`src/rtl/shr_pkg.sv`:
```
package shr_pkg;
  typedef enum logic [2:0] {
    OP_SHL = 3'd0,
    OP_SHR = 3'd1,
    OP_ROL = 3'd2,
    OP_ROR = 3'd3,
    OP_RCL = 3'd4,
    OP_RCR = 3'd5,
    OP_SAL = 3'd6,
    OP_SAR = 3'd7
  } shr_op_e;

  typedef enum logic [1:0] {
    ST_IDLE = 2'd0,
    ST_RUN  = 2'd1,
    ST_DONE = 2'd2
  } shr_state_e;

  function automatic logic op_is_rotate(shr_op_e op);
    return (op == OP_ROL) || (op == OP_ROR) || (op == OP_RCL) || (op == OP_RCR);
  endfunction
endpackage

```
`src/rtl/shr_step.sv`:
```
module shr_step
  import shr_pkg::*;
#(
  parameter int DATA_W   = 16,
  parameter int NARROW_W = 8
) (
  input  logic [DATA_W-1:0] v_i,
  input  logic              c_i,
  input  shr_op_e           op_i,
  input  logic              wide_i,
  output logic [DATA_W-1:0] v_o,
  output logic              c_o,
  output logic              sc_o
);
  localparam logic [DATA_W-1:0] WIDE_MASK   = {DATA_W{1'b1}};
  localparam logic [DATA_W-1:0] NARROW_MASK = DATA_W'({NARROW_W{1'b1}});
  localparam logic [DATA_W-1:0] WIDE_TOP    = DATA_W'(1) << (DATA_W - 1);
  localparam logic [DATA_W-1:0] NARROW_TOP  = DATA_W'(1) << (NARROW_W - 1);

  logic [DATA_W-1:0] mask, top, raw, v_in;
  logic              msb_old, msb_new, lsb_old;

  always_comb begin
    mask    = wide_i ? WIDE_MASK : NARROW_MASK;
    top     = wide_i ? WIDE_TOP : NARROW_TOP;
    v_in    = v_i & mask;
    msb_old = |(v_in & top);
    lsb_old = v_in[0];
    raw     = '0;
    c_o     = 1'b0;
    unique case (op_i)
      OP_SHL, OP_SAL: begin raw = v_in << 1;                         c_o = msb_old; end
      OP_SHR:         begin raw = v_in >> 1;                         c_o = lsb_old; end
      OP_SAR:         begin raw = (v_in >> 1) | (msb_old ? top : '0); c_o = lsb_old; end
      OP_ROL:         begin raw = (v_in << 1) | DATA_W'(msb_old);    c_o = msb_old; end
      OP_ROR:         begin raw = (v_in >> 1) | (lsb_old ? top : '0); c_o = lsb_old; end
      OP_RCL:         begin raw = (v_in << 1) | DATA_W'(c_i);        c_o = msb_old; end
      OP_RCR:         begin raw = (v_in >> 1) | (c_i ? top : '0);     c_o = lsb_old; end
      default:        begin raw = v_in;                              c_o = c_i;     end
    endcase
    v_o     = raw & mask;
    msb_new = |(v_o & top);
    sc_o    = msb_old ^ msb_new;
  end
endmodule

```
`src/rtl/shr_count.sv`:
```
module shr_count #(
  parameter int CNT_W = 5
) (
  input  logic             clk,
  input  logic             rst_n,
  input  logic             load_i,
  input  logic [CNT_W-1:0] val_i,
  input  logic             dec_i,
  output logic             last_o,
  output logic             zero_o
);
  logic [CNT_W-1:0] cnt_q;

  always_ff @(posedge clk or negedge rst_n) begin
    if (!rst_n)      cnt_q <= '0;
    else if (load_i) cnt_q <= val_i;
    else if (dec_i && cnt_q != '0) cnt_q <= cnt_q - CNT_W'(1);
  end

  assign last_o = (cnt_q == CNT_W'(1));
  assign zero_o = (cnt_q == '0);
endmodule

```
`src/rtl/shr_flags.sv`:
```
module shr_flags #(
  parameter int DATA_W   = 16,
  parameter int NARROW_W = 8,
  parameter int PAR_W    = 8
) (
  input  logic [DATA_W-1:0] r_i,
  input  logic              wide_i,
  output logic              zf_o,
  output logic              sf_o,
  output logic              pf_o
);
  localparam logic [DATA_W-1:0] NARROW_MASK = DATA_W'({NARROW_W{1'b1}});

  logic [DATA_W-1:0] rm;

  always_comb begin
    rm   = wide_i ? r_i : (r_i & NARROW_MASK);
    zf_o = (rm == '0);
    sf_o = wide_i ? rm[DATA_W-1] : rm[NARROW_W-1];
    pf_o = ~^rm[PAR_W-1:0];
  end
endmodule

```
`src/rtl/shift_rotate_unit.sv`:
```
module shift_rotate_unit
  import shr_pkg::*;
#(
  parameter int DATA_W   = 16,
  parameter int NARROW_W = 8,
  parameter int CNT_W    = 5
) (
  input  logic              clk,
  input  logic              rst_n,
  input  logic              in_valid,
  output logic              in_ready,
  input  logic [DATA_W-1:0] in_data,
  input  logic [2:0]        in_op,
  input  logic              in_wide,
  input  logic              in_use_cnt,
  input  logic [CNT_W-1:0]  in_count,
  input  logic              in_cf,
  input  logic              in_of,
  input  logic              in_zf,
  input  logic              in_sf,
  input  logic              in_pf,
  output logic              out_valid,
  input  logic              out_ready,
  output logic [DATA_W-1:0] out_data,
  output logic              out_cf,
  output logic              out_of,
  output logic              out_zf,
  output logic              out_sf,
  output logic              out_pf,
  output logic              out_af
);
  localparam logic [DATA_W-1:0] NARROW_MASK = DATA_W'({NARROW_W{1'b1}});

  shr_state_e        state_q;
  shr_op_e           op_q;
  logic [DATA_W-1:0] val_q;
  logic              cf_q, of_q, wide_q, multi_q, zero_q;
  logic              zf_in_q, sf_in_q, pf_in_q, of_in_q;

  logic              accept;
  logic [CNT_W-1:0]  cnt_eff;
  logic              cnt_last, cnt_zero;
  logic [DATA_W-1:0] step_v;
  logic              step_c, step_sc;
  logic              fl_zf, fl_sf, fl_pf, rot;

  assign in_ready  = (state_q == ST_IDLE);
  assign out_valid = (state_q == ST_DONE);
  assign accept    = in_valid && in_ready;
  assign cnt_eff   = in_use_cnt ? in_count : CNT_W'(1);

  shr_count #(.CNT_W(CNT_W)) u_count (
    .clk    (clk),
    .rst_n  (rst_n),
    .load_i (accept),
    .val_i  (cnt_eff),
    .dec_i  (state_q == ST_RUN),
    .last_o (cnt_last),
    .zero_o (cnt_zero)
  );

  shr_step #(.DATA_W(DATA_W), .NARROW_W(NARROW_W)) u_step (
    .v_i    (val_q),
    .c_i    (cf_q),
    .op_i   (op_q),
    .wide_i (wide_q),
    .v_o    (step_v),
    .c_o    (step_c),
    .sc_o   (step_sc)
  );

  shr_flags #(.DATA_W(DATA_W), .NARROW_W(NARROW_W), .PAR_W(NARROW_W)) u_flags (
    .r_i    (val_q),
    .wide_i (wide_q),
    .zf_o   (fl_zf),
    .sf_o   (fl_sf),
    .pf_o   (fl_pf)
  );

  always_ff @(posedge clk or negedge rst_n) begin
    if (!rst_n) begin
      state_q <= ST_IDLE;
      op_q    <= OP_SHL;
      val_q   <= '0;
      cf_q    <= 1'b0;
      of_q    <= 1'b0;
      wide_q  <= 1'b0;
      multi_q <= 1'b0;
      zero_q  <= 1'b0;
      zf_in_q <= 1'b0;
      sf_in_q <= 1'b0;
      pf_in_q <= 1'b0;
      of_in_q <= 1'b0;
    end else begin
      unique case (state_q)
        ST_IDLE: if (accept) begin
          op_q    <= shr_op_e'(in_op);
          val_q   <= in_wide ? in_data : (in_data & NARROW_MASK);
          cf_q    <= in_cf;
          of_q    <= in_of;
          wide_q  <= in_wide;
          multi_q <= (cnt_eff > CNT_W'(1));
          zero_q  <= (cnt_eff == '0);
          zf_in_q <= in_zf;
          sf_in_q <= in_sf;
          pf_in_q <= in_pf;
          of_in_q <= in_of;
          state_q <= (cnt_eff == '0) ? ST_DONE : ST_RUN;
        end
        ST_RUN: begin
          val_q <= step_v;
          cf_q  <= step_c;
          of_q  <= step_sc;
          if (cnt_last || cnt_zero) state_q <= ST_DONE;
        end
        ST_DONE: if (out_ready) state_q <= ST_IDLE;
        default: state_q <= ST_IDLE;
      endcase
    end
  end

  always_comb begin
    rot      = op_is_rotate(op_q);
    out_data = val_q;
    out_cf   = cf_q;
    out_af   = 1'b0;
    if (zero_q) begin
      out_of = of_in_q;
      out_zf = zf_in_q;
      out_sf = sf_in_q;
      out_pf = pf_in_q;
    end else if (rot) begin
      out_of = multi_q ? 1'b0 : of_q;
      out_zf = zf_in_q;
      out_sf = sf_in_q;
      out_pf = pf_in_q;
    end else begin
      out_of = of_q;
      out_zf = fl_zf;
      out_sf = fl_sf;
      out_pf = fl_pf;
    end
  end

  // output frozen under back-pressure
  p_stall_hold_r1: assert property (@(posedge clk) disable iff (!rst_n)
    (out_valid && !out_ready) |=> (out_valid && $stable(out_data) && $stable(out_cf)
                                   && $stable(out_of) && $stable(out_zf)));
  // handshakes exclusive
  p_ready_excl_r1: assert property (@(posedge clk) disable iff (!rst_n)
    !(in_ready && out_valid));
  // a left shift step always clears bit 0
  p_shl_fill_r2: assert property (@(posedge clk) disable iff (!rst_n)
    (state_q == ST_RUN && (op_q == OP_SHL || op_q == OP_SAL)) |-> (step_v[0] == 1'b0));
  // plain rotate keeps the number of ones
  p_rot_ones_r5: assert property (@(posedge clk) disable iff (!rst_n)
    (state_q == ST_RUN && (op_q == OP_ROL || op_q == OP_ROR))
      |-> ($countones(step_v) == $countones(val_q)));
  // zero count returns the operand on the next cycle
  p_zero_cnt_r10: assert property (@(posedge clk) disable iff (!rst_n)
    (accept && cnt_eff == '0 && in_wide) |=> (out_valid && out_data == $past(in_data)));
  // byte mode clears the upper byte
  p_byte_upper_r12: assert property (@(posedge clk) disable iff (!rst_n)
    (out_valid && !wide_q) |-> (out_data[DATA_W-1:NARROW_W] == '0));
endmodule

```
`config.mk`:
```
export PLATFORM = sky130hd
export DESIGN_NAME = shift_rotate_unit
export DESIGN_NICKNAME = d
export VERILOG_FILES = /design/src/rtl/shr_pkg.sv /design/src/rtl/shr_step.sv /design/src/rtl/shr_count.sv /design/src/rtl/shr_flags.sv /design/src/rtl/shift_rotate_unit.sv
export SDC_FILE = /design/constraint.sdc
export NUM_CORES = 1
export LEC_CHECK = 0
export ABC_AREA = 1
export BUFFER_PORTS_ARGS = -buffer_cell sky130_fd_sc_hd__buf_2
export CORE_ASPECT_RATIO = 0.7
export CORE_MARGIN = 3
export CORE_UTILIZATION = 40
export CTS_BUF_LIST = sky130_fd_sc_hd__clkbuf_16
export DETAILED_ROUTE_END_ITERATION = 8
export PLACE_DENSITY = 0.64
export RECOVER_POWER = 25
export SYNTH_ARGS = -nofsm -noshare
export SYNTH_HDL_FRONTEND = slang
export SYNTH_SLANG_ARGS = --single-unit
```
`constraint.sdc`:
```
create_clock -name clk -period 4 [get_ports clk]
set_clock_uncertainty 0.05 [all_clocks]
set_input_delay 0.2 -clock clk [delete_from_list [all_inputs] [get_ports clk]]
set_output_delay 0.2 -clock clk [all_outputs]
set_load 0.02 [all_outputs]
```
==> reports/metrics.cfg <==
[cells_and_area]
final_cells=417
fin_area_um2=2640
final_cell_mix=nand2_1, o21ai_0, buf_2
fillCellCount=560
layout_commonest_cell=nand2_1
drive_gt1_share_pct=18.0
final_core_util_pct=49.4
syn_to_final_growth_pct=17.0
nets=386
diodes=0

[power]
ir_worst_vdd_mv=0.454
power_mw=2.41
powerDensity_nw_per_um2=912
p_leak_nw=1.28

[timing]
rsz0062_at_grt=no
drv_slew=36
fin_tns_setup_ns=0
fin_crit_ns=2.42
relSlewSlack_pct=-31.9
setup_viol=0
hold_violations=0
holdWs_ns=0.0664
fmax_ghz=0.413
setup_ws_ns=1.58
tightest_slew_ns=1.98
fin_crit_sh_pct=60.6

[synth]
syn_inst=292
synthAdderAreaFrac_pct=3.88
muxShareOfSynthArea_pct=0.499
ys_seq_area_share_pct=38.8
synth_top_family_by_area=compound AO/OA/AOI/OAI gates
synth_top_area_share_pct=38.8
yosys_most_used_dff=dfrtp_1
synth_compound_area_share_pct=23.4
syn_nets=334
ys_warn_count=0
synth-simple-area-share_pct=20.5
ys_types=37
synth_area_per_cell_um2=7.72
ys_ff_latch=35
synth_edf_count=0
synth_xor_area_share_pct=2.33
syn-cell-area_um2=2250
synthArstFlopShare_pct=100
yosys.area.top_type=dfrtp_1
netlist_top_cells_area=dfrtp_1, nand2_1, o21ai_0, a21oi_1, inv_1

[setup_path]
r2r-end=zero_q
crit_top_cell=nand2_1
criticalPathCategory=reg -> reg
slowest_delay_ns=0.65
reg2reg_slack_ns=1.58
r2r_cells=5
crit_chain=nor2_1, nand2_1, inv_1, nand2_1, o21a_1
worst_ep_required_time_ns=4.11
crit_family=simple AND/OR/NAND/NOR gates
r2r-start=state_q[0]
start_kind=register
cp-end-kind=register
crit_arrival_ns=2.54
crit_slowest_cell=inv_1
crit_path_max_fanout=26
crit_buf_inv=1

[clock_network]
worstSkewPairLatency_ns=0.27
cts_buffers=5
cts_sinks=35
post_cts_buffers=0
clock_path_buffers=2
cts_tree=yes
post_cts_resized=0
cts.clk_slew.worst_paths_ns=0.05
root_buffer=clkbuf_16
h-tree-depth=2

[die]
ios=59
die_area_um2=6590
die_x_um=95.7
initial_utilization_pct=42.2
fp.coreArea_um2=5340
die_y_um=68.8
row_count=22

[placed_design]
dpl.cell_count=408
placed_area_um2=2530
numPortBuffers=57
post-place-ws_ns=2.20
dpl.hpwl_um=4070
place_congestion=0.891

[grt]
grt_use_total_pct=17.7
grt_overflow_total=0
first_global_vias=1852
grt_pass1_wl_um=8870
antenna_found_initial=0
grt_max_degree=36

[outcome]
status=finished with violations
violations=max-capacitance violations, max-slew violations

[drt]
viasPerCell=5.03
wire_per_inst_um=13.3
drt_pass1_iterations=4
totalWireLength_um=5550
postRouteAntennaNets=0
drc=0
vias=2097
initialDrtViolationCount=157

[worst_hold_path]
holdPathStages=3
min_to=zf_in_q
hp-class=in -> reg
min_from=in_zf

[flow_run]
cap_violations=1

==> synthesized netlist by cell type, types with 2 or more instances <==
master / number
dfrtp_1: 35
nor2_1: 16
a21oi_1: 25
xnor2_1: 3
o211ai_1: 2
o21ai_0: 40
buf_4: 2
nand4_1: 3
buf_6: 5
inv_2: 3
o22ai_1: 2
inv_1: 31
nand2_1: 66
xor2_1: 3
buf_2: 6
o21ai_2: 6
nor2_2: 2
a22oi_1: 8
ha_1: 7
nand3_1: 9
nor2_4: 2
==> tightest hold or removal path, delay by kind of cell <==
kind	cells	cell delay, ns
simple gates	2	0.08
buf+inv	1	0.07
==> final cells by class <==
| type | instances | area, um2 | area share [%] |
|---|---|---|---|
| inverter | 35 | 134 | 5.08 |
| timing repair buffer | 58 | 273 | 10.3 |
| clock inverter | 3 | 11.3 | 0.427 |
| tap | 72 | 90.1 | 3.42 |
| multi-input combinational | 209 | 1130 | 42.8 |
| clock buffer | 5 | 125 | 4.74 |
| sequential | 35 | 876 | 33.2 |
==> worst max-delay path by stage <==
stage / startpoint / to / cells after the start
after CTS: out_data[7] / out_pf / 6
after global placement: out_data[7] / out_pf / 6
after detailed placement: out_data[7] / out_pf / 6
final: state_q[0] / zero_q / 5
after global routing: rst_n / out_data[0] / 2
after floorplan: out_data[7] / out_zf / 6
==> where the power goes <==
| part | total (mW) | internal (mW) | switching (mW) |
|---|---|---|---|
| clock | 0.359 | 0.224 | 0.135 |
| combinational | 1.34 | 0.469 | 0.876 |
| sequential | 0.702 | 0.523 | 0.179 |
| total | 2.41 | 1.22 | 1.19 |
==> flip-flops by register name, indices dropped and copies added, names as in the netlist <==
signal         count
multi_q            1
of_in_q            1
of_q               1
op_q               3
out_cf             1
out_data          16
pf_in_q            1
sf_in_q            1
state_q            2
u_count.cnt_q      5
wide_q             1
zero_q             1
zf_in_q            1
==> layer usage <==
metal / share of wire (%) / vias up / GRT usage (%)
met5: 0 / - / 0
met1: 54 / 944 / 27.5
li1: - / 1077 / -
met3: 7.2 / 4 / 4.01
met2: 38 / 72 / 24.4
met4: 0.67 / 0 / 4.26
==> what timing repair did <==
action                     CTS  global route
setup endpoints to repair    0             0
hold buffers                 1             0
hold endpoints to repair    23             0
==> kinds of logic after synthesis <==
family / count (synthesis)
other: 1
xor gates and xnor gates: 6
adders and majority gates: 7
AOI/OAI and AO/OA: 90
muxes: 1
DFF: 35
and+or+nand+nor: 104
buffers and inverters: 48
No activity file was read; power rests on OpenSTA's default activity.
